### src/rtl/spi_fl_pkg.sv
package spi_fl_pkg;
   typedef enum logic [2:0] {
      ST_IDLE,
      ST_LOAD,
      ST_RUN,
      ST_TRAIL,
      ST_FIX
   } seq_state_e;
endpackage

### src/rtl/spi_fl_tick.sv
// Half-period strobe: one tick every half_div+1 cycles while run is high.
module spi_fl_tick #(
   parameter int DIV_W = 8
) (
   input  logic             clk,
   input  logic             rst_n,
   input  logic             run,
   input  logic [DIV_W-1:0] half_div,
   output logic             tick
);
   logic [DIV_W-1:0] cnt;

   always_ff @(posedge clk or negedge rst_n) begin
      if (!rst_n)               cnt <= '0;
      else if (!run)            cnt <= half_div;
      else if (cnt == '0)       cnt <= half_div;
      else                      cnt <= cnt - 1'b1;
   end

   assign tick = run && (cnt == '0);
endmodule

### src/rtl/spi_fl_buf.sv
// Bit-addressable transfer buffer: CPU word port, serial bit read/write,
// and a one-cycle clear of the unused tail of the final byte.
module spi_fl_buf #(
   parameter int WORDS  = 16,
   parameter int WORD_W = 32,
   localparam int ADDR_W = $clog2(WORDS),
   localparam int BIT_W  = $clog2(WORD_W),
   localparam int LEN_W  = ADDR_W + BIT_W
) (
   input  logic              clk,
   input  logic              rst_n,
   input  logic              cpu_we,
   input  logic [ADDR_W-1:0] cpu_addr,
   input  logic [WORD_W-1:0] cpu_wdata,
   output logic [WORD_W-1:0] cpu_word,
   input  logic [LEN_W-1:0]  rd_idx,
   output logic              tx_bit,
   input  logic              wr_en,
   input  logic [LEN_W-1:0]  wr_idx,
   input  logic              wr_val,
   input  logic              tail_en,
   input  logic [LEN_W-1:0]  last_idx
);
   logic [WORD_W-1:0] mem [WORDS];
   logic [WORD_W-1:0] tail_mask;
   logic [BIT_W-1:0]  last_bit;
   logic [ADDR_W-1:0] last_word;

   assign last_bit  = last_idx[BIT_W-1:0];
   assign last_word = last_idx[LEN_W-1:BIT_W];

   // A bit is cleared when it lies above the last transferred bit
   // but inside the same byte.
   for (genvar b = 0; b < WORD_W; b++) begin : g_mask
      assign tail_mask[b] = (BIT_W'(b) > last_bit) &&
                            ((BIT_W'(b) >> 3) == (last_bit >> 3));
   end

   always_ff @(posedge clk or negedge rst_n) begin
      if (!rst_n) begin
         for (int w = 0; w < WORDS; w++) mem[w] <= '0;
      end else if (cpu_we) begin
         mem[cpu_addr] <= cpu_wdata;
      end else if (wr_en) begin
         mem[wr_idx[LEN_W-1:BIT_W]][wr_idx[BIT_W-1:0]] <= wr_val;
      end else if (tail_en) begin
         mem[last_word] <= mem[last_word] & ~tail_mask;
      end
   end

   assign tx_bit   = mem[rd_idx[LEN_W-1:BIT_W]][rd_idx[BIT_W-1:0]];
   assign cpu_word = mem[cpu_addr];
endmodule

### src/rtl/spi_fl_seq.sv
// Transfer sequencer: chip select, SCLK phases, bit index, write-back.
module spi_fl_seq
   import spi_fl_pkg::*;
#(
   parameter int LEN_W = 9
) (
   input  logic             clk,
   input  logic             rst_n,
   input  logic             start,
   input  logic [LEN_W-1:0] xfer_len,
   input  logic             tick,
   input  logic             tx_bit,
   input  logic             miso,
   output logic             busy,
   output logic             run,
   output logic             sclk,
   output logic             mosi,
   output logic             cs_n,
   output logic [LEN_W-1:0] rd_idx,
   output logic             wr_en,
   output logic [LEN_W-1:0] wr_idx,
   output logic             wr_val,
   output logic             tail_en,
   output logic [LEN_W-1:0] last_idx
);
   seq_state_e       state;
   logic [LEN_W-1:0] len_q;
   logic [LEN_W-1:0] idx;
   logic             sclk_q, mosi_q, cs_q;

   always_ff @(posedge clk or negedge rst_n) begin
      if (!rst_n) begin
         state  <= ST_IDLE;
         len_q  <= '0;
         idx    <= '0;
         sclk_q <= 1'b0;
         mosi_q <= 1'b0;
         cs_q   <= 1'b1;
      end else begin
         unique case (state)
            ST_IDLE: if (start) begin
               len_q <= xfer_len;
               idx   <= '0;
               state <= ST_LOAD;
            end
            ST_LOAD: begin
               mosi_q <= tx_bit;
               cs_q   <= 1'b0;
               state  <= ST_RUN;
            end
            ST_RUN: if (tick) begin
               if (!sclk_q) begin
                  sclk_q <= 1'b1;
               end else begin
                  sclk_q <= 1'b0;
                  if (idx == len_q) begin
                     state <= ST_TRAIL;
                  end else begin
                     idx    <= idx + 1'b1;
                     mosi_q <= tx_bit;
                  end
               end
            end
            ST_TRAIL: if (tick) begin
               cs_q  <= 1'b1;
               state <= ST_FIX;
            end
            ST_FIX:  state <= ST_IDLE;
            default: state <= ST_IDLE;
         endcase
      end
   end

   assign busy     = (state != ST_IDLE);
   assign run      = (state == ST_RUN) || (state == ST_TRAIL);
   assign sclk     = sclk_q;
   assign mosi     = mosi_q;
   assign cs_n     = cs_q;
   assign rd_idx   = (state == ST_LOAD) ? idx : idx + LEN_W'(1);
   assign wr_en    = (state == ST_RUN) && tick && !sclk_q;
   assign wr_idx   = idx;
   assign wr_val   = miso;
   assign tail_en  = (state == ST_FIX);
   assign last_idx = len_q;
endmodule

### src/rtl/spi_fl_master.sv
module spi_fl_master #(
   parameter int BUF_WORDS = 16,
   parameter int WORD_W    = 32,
   parameter int DIV_W     = 8,
   localparam int ADDR_W   = $clog2(BUF_WORDS),
   localparam int BIT_W    = $clog2(WORD_W),
   localparam int LEN_W    = ADDR_W + BIT_W
) (
   input  logic              clk,
   input  logic              rst_n,
   input  logic [LEN_W-1:0]  xfer_len,
   input  logic [DIV_W-1:0]  half_div,
   input  logic              start,
   output logic              busy,
   input  logic              cpu_we,
   input  logic [ADDR_W-1:0] cpu_addr,
   input  logic [WORD_W-1:0] cpu_wdata,
   output logic [WORD_W-1:0] cpu_rdata,
   output logic              sclk,
   output logic              mosi,
   input  logic              miso,
   output logic              cs_n
);
   if (WORD_W < 8 || (WORD_W % 8) != 0 || (1 << BIT_W) != WORD_W) begin : g_bad_word
      $error("spi_fl_master: WORD_W must be a power of two and at least 8");
   end
   if (BUF_WORDS < 2 || (1 << ADDR_W) != BUF_WORDS) begin : g_bad_depth
      $error("spi_fl_master: BUF_WORDS must be a power of two and at least 2");
   end
   if (DIV_W < 1) begin : g_bad_div
      $error("spi_fl_master: DIV_W must be at least 1");
   end

   logic             tick, run, tx_bit;
   logic             wr_en, wr_val, tail_en;
   logic [LEN_W-1:0] rd_idx, wr_idx, last_idx;
   logic [WORD_W-1:0] cpu_word;

   spi_fl_tick #(.DIV_W(DIV_W)) u_tick (
      .clk(clk), .rst_n(rst_n), .run(run), .half_div(half_div), .tick(tick)
   );

   spi_fl_seq #(.LEN_W(LEN_W)) u_seq (
      .clk(clk), .rst_n(rst_n), .start(start), .xfer_len(xfer_len),
      .tick(tick), .tx_bit(tx_bit), .miso(miso), .busy(busy), .run(run),
      .sclk(sclk), .mosi(mosi), .cs_n(cs_n), .rd_idx(rd_idx),
      .wr_en(wr_en), .wr_idx(wr_idx), .wr_val(wr_val),
      .tail_en(tail_en), .last_idx(last_idx)
   );

   spi_fl_buf #(.WORDS(BUF_WORDS), .WORD_W(WORD_W)) u_buf (
      .clk(clk), .rst_n(rst_n),
      .cpu_we(cpu_we && !busy), .cpu_addr(cpu_addr), .cpu_wdata(cpu_wdata),
      .cpu_word(cpu_word), .rd_idx(rd_idx), .tx_bit(tx_bit),
      .wr_en(wr_en), .wr_idx(wr_idx), .wr_val(wr_val),
      .tail_en(tail_en), .last_idx(last_idx)
   );

   assign cpu_rdata = busy ? '0 : cpu_word;
endmodule

### config.mk
export PLATFORM = sky130hd
export DESIGN_NAME = spi_fl_master
export DESIGN_NICKNAME = d
export VERILOG_FILES = /design/src/rtl/spi_fl_pkg.sv /design/src/rtl/spi_fl_tick.sv /design/src/rtl/spi_fl_buf.sv /design/src/rtl/spi_fl_seq.sv /design/src/rtl/spi_fl_master.sv
export SDC_FILE = /design/constraint.sdc
export NUM_CORES = 2
export LEC_CHECK = 0
export BUFFER_PORTS_ARGS = -buffer_cell sky130_fd_sc_hd__buf_2
export CAP_MARGIN = 20
export CORE_MARGIN = 2
export CORE_UTILIZATION = 40
export CTS_CLUSTER_SIZE = 14
export DETAILED_ROUTE_END_ITERATION = 10
export MAX_ROUTING_LAYER = met4
export PLACE_DENSITY = 0.57
export SYNTH_ARGS = -nofsm -noshare
export SYNTH_HDL_FRONTEND = slang
export SYNTH_SLANG_ARGS = --single-unit
### constraint.sdc
create_clock -name clk -period 3.9 [get_ports clk]
set_clock_uncertainty 0.1 [all_clocks]
set_input_delay 0.78 -clock clk [delete_from_list [all_inputs] [get_ports clk]]
set_output_delay 0.78 -clock clk [all_outputs]
set_load 0.01 [all_outputs]
==> flow_metrics.env <==
export IMPL_outcome="finished with violations"
export IMPL_violations="design-rule violations"
export IMPL_synth_common_cells="a21oi_1, nor2_1, o21ai_0"
export IMPL_slowest_delay_ns=0.50
export IMPL_grt_overflow=0
export IMPL_crit_arrival_ns=4.37
export IMPL_drt_total_wl_um=313000
export IMPL_ant_nets=0
export IMPL_setup_violations=0
export IMPL_path_buf_inv=4
export IMPL_rrSetupSlack_ns=0.008
export IMPL_ff_latch_area_mm2=0.0136
export IMPL_core_area_mm2=0.117
export IMPL_synth_enable_flop_cells=0
export IMPL_leakagePower_nw=20.4
export IMPL_ys_seq_area_frac=0.289
export IMPL_synth_distinct_cells=73
export IMPL_startpoint_type="register"
export IMPL_track_usage=0.522
export IMPL_area_growth_pct=17.5
export IMPL_boundaryPins=94
export IMPL_critPathCaptureType="register"
export IMPL_ys_async_sr_fraction=1.00
export IMPL_drtIter0Drc=10890
export IMPL_io_buffers=93
export IMPL_final_area_mm2=0.0554
export IMPL_holdPathEnd="u_tick.cnt[3]"
export IMPL_power_density_mw_per_mm2=552
export IMPL_slowest_stage="or4_1"
export IMPL_cp_cell_sequence="nor3b_4 > buf_6 > o31ai_4 > nand2_8 > buf_6 > buf_4 > mux2i_1 > nor2_1 > or4_1 > a41o_1 > nor4_1 > buf_4 > o221ai_1"
export IMPL_firstDrtPassIters=11
export IMPL_dr_wl_met3_um=51000
export IMPL_die_w_um=347
export IMPL_cts_root_buf="clkbuf_16"
export IMPL_ir_worst_vdd_v=0.000391
export IMPL_ff2ff_path_depth=13
export IMPL_hold_class="input pin to register"
export IMPL_grt_pass1_vias=53519
export IMPL_layout_nets=5977
export IMPL_r2r_start="u_seq.state[1]"
export IMPL_finalHoldViolations=0
export IMPL_dr_wl_met2_um=122000
export IMPL_clock_path_buffers=3
export IMPL_synthMostInstantiatedCell="a21oi_1"
export IMPL_numCtsBuffers=74
export IMPL_place_area_mm2=0.0525
export IMPL_regToRegEndpoint="u_seq.mosi"
export IMPL_crit_start="u_seq.state[1]"
export IMPL_path_clk_slew_ns=0.06
export IMPL_synth_cells=5933
export IMPL_dieArea_mm2=0.121
export IMPL_vias_per_cell=7.71
export IMPL_top_layer_used="met4"
export IMPL_synth_seq_cells=544
export IMPL_vias=58146
export IMPL_power_mw=30.6
export IMPL_htreeDepth=3
export IMPL_synth_area_leader_cell="dfrtp_1"
export IMPL_slew_headroom=0.218
export IMPL_synthTopCellsByArea="dfrtp_1, mux4_2, a21oi_1, a2111oi_0, nor2_1"
export IMPL_hold_ws_ns=0.164
export IMPL_dp_hpwl_um=197000
export IMPL_fin_crit_ns=3.89
export IMPL_grt_max_degree=115
export IMPL_initial_core_util=0.404
export IMPL_path_max_fanout=17
export IMPL_cts_tree="built"
export IMPL_drive_gt1_frac=0.207
export IMPL_met1_length_um=111000
export IMPL_synth_area_mm2=0.0471
export IMPL_timing_worst_setup_path_type="register to register"
export IMPL_yosys_warnings=0
export IMPL_worstPathRequired_ns=4.37
export IMPL_path_delay_family="simple AND/OR/NAND/NOR gates"
export IMPL_clock_latency_ns=0.73
export IMPL_slew_violations=0
export IMPL_fp_dieH_um=347
export IMPL_multi_input_area_mm2=0.0312
export IMPL_clock_sinks=544
export IMPL_min_period_over_period=0.998
export IMPL_drc_errors=3
export IMPL_wl_per_cell_um=41.5
export IMPL_antenna_found_initial=41
export IMPL_num_fill_cells=11282
export IMPL_setup_tns_final_ns=0
export IMPL_fmax_mhz=257
export IMPL_synth_top_area_frac=0.289
export IMPL_syn_nets=5997
export IMPL_grt_pass1_wl_um=431000
export IMPL_syn_area_per_cell_um2=7.94
export IMPL_worst_pin_slew_ns=1.17
export IMPL_rows=125
export IMPL_cap_violations=0
export IMPL_min_delay_start="half_div[3]"
export IMPL_gp_congestion=1.09
export IMPL_whs_path_depth=3
export IMPL_synth_main_ff_cell="dfrtp_1"
==> area by class of cell <==
type / count / area share
multi-input cells: 4649 / 0.564
flip-flops and latches: 544 / 0.246
repair buffers: 634 / 0.108
clock buffers: 111 / 0.0400
well taps: 1524 / 0.0345
clock inverters: 21 / 0.00506
diodes: 51 / 0.00231
inverters: 10 / 0.000678
==> power breakdown <==
| group | internal [mW] | switching [mW] |
|---|---|---|
| Sequential | 7.01 | 2.28 |
| Combinational | 5.04 | 8.82 |
| Clock | 4.31 | 3.10 |
==> worst max path at each step <==
stage | endpoint | cells after the start | slack, ns
after CTS | u_seq.mosi | 12 | 0.007
final | u_seq.mosi | 13 | 0.008
after global placement | u_seq.mosi | 14 | -0.57
after detailed placement | u_seq.mosi | 14 | -0.05
after floorplan | cpu_rdata[12] | 6 | 0.04
after global routing | u_seq.mosi | 14 | -0.03
==> kinds of logic (layout without fill, tap and decap cells) <==
group	after synthesis	after routing	share of synthesized area
fa+ha+maj	6	6	0.00159
simple gates	1729	1729	0.152
other cells	0	51	0
xor+xnor	22	22	0.00409
flops	544	544	0.289
buf+inv	740	776	0.0651
compound gates	2462	2462	0.313
mux	430	430	0.175
==> metal layers <==
metal,GRT usage,up-vias
met4,0.388,0
met2,0.672,6005
met1,0.627,28161
li1,-,22349
met3,0.240,1631
met5,-,-
==> layout by cell type, fill, tap and decap left out, drive strengths merged, types with 11 or more instances in the layout <==
master	n
a2111oi	467
a21oi	1169
a31oi	89
and2	39
and3	27
buf	633
clkbuf	111
clkinv	11
dfrtp	543
diode	51
mux2	11
mux2i	104
mux4	315
nand2	418
nand2b	18
nand3	97
nor2	1039
nor2b	17
nor3	20
o211ai	14
o21ai	567
o221ai	28
o22a	17
o22ai	35
o31ai	17
xnor2	14
==> stage by stage <==
| step | setup slack, ns | cells | util |
|---|---|---|---|
| floorplan | 0.0384 | 5933 | - |
| global placement | -0.573 | 7347 | 0.450 |
| detailed placement | -0.0465 | 7349 | 0.450 |
| CTS | 0.00706 | 7484 | 0.472 |
| global route | -0.0278 | 7530 | 0.475 |
| finish | 0.00799 | 7544 | 0.475 |
==> flip-flops by register name (all words and copies together), names as in the netlist <==
name,cells
u_buf.mem,512
u_seq.last_idx,9
u_seq.wr_idx,9
u_tick.cnt,8
u_seq.state,3
u_seq.cs_n,1
u_seq.mosi,1
u_seq.sclk,1
==> tightest hold or removal path, cell delays in order <==
cell	delay (ns)
buf_2	0.08
nand2_1	0.03
o21ai_0	0.06
==> timing repair <==
action	4_1_cts	5_1_grt
gates resized for setup	7	23
buffers inserted	2	10
pin swaps	2	6
hold buffers	1	0
gates cloned	0	0
endpoints found under the setup margin	1	5
hold endpoints to repair	40	0
Note: power is estimated with default switching activity, not from simulation.
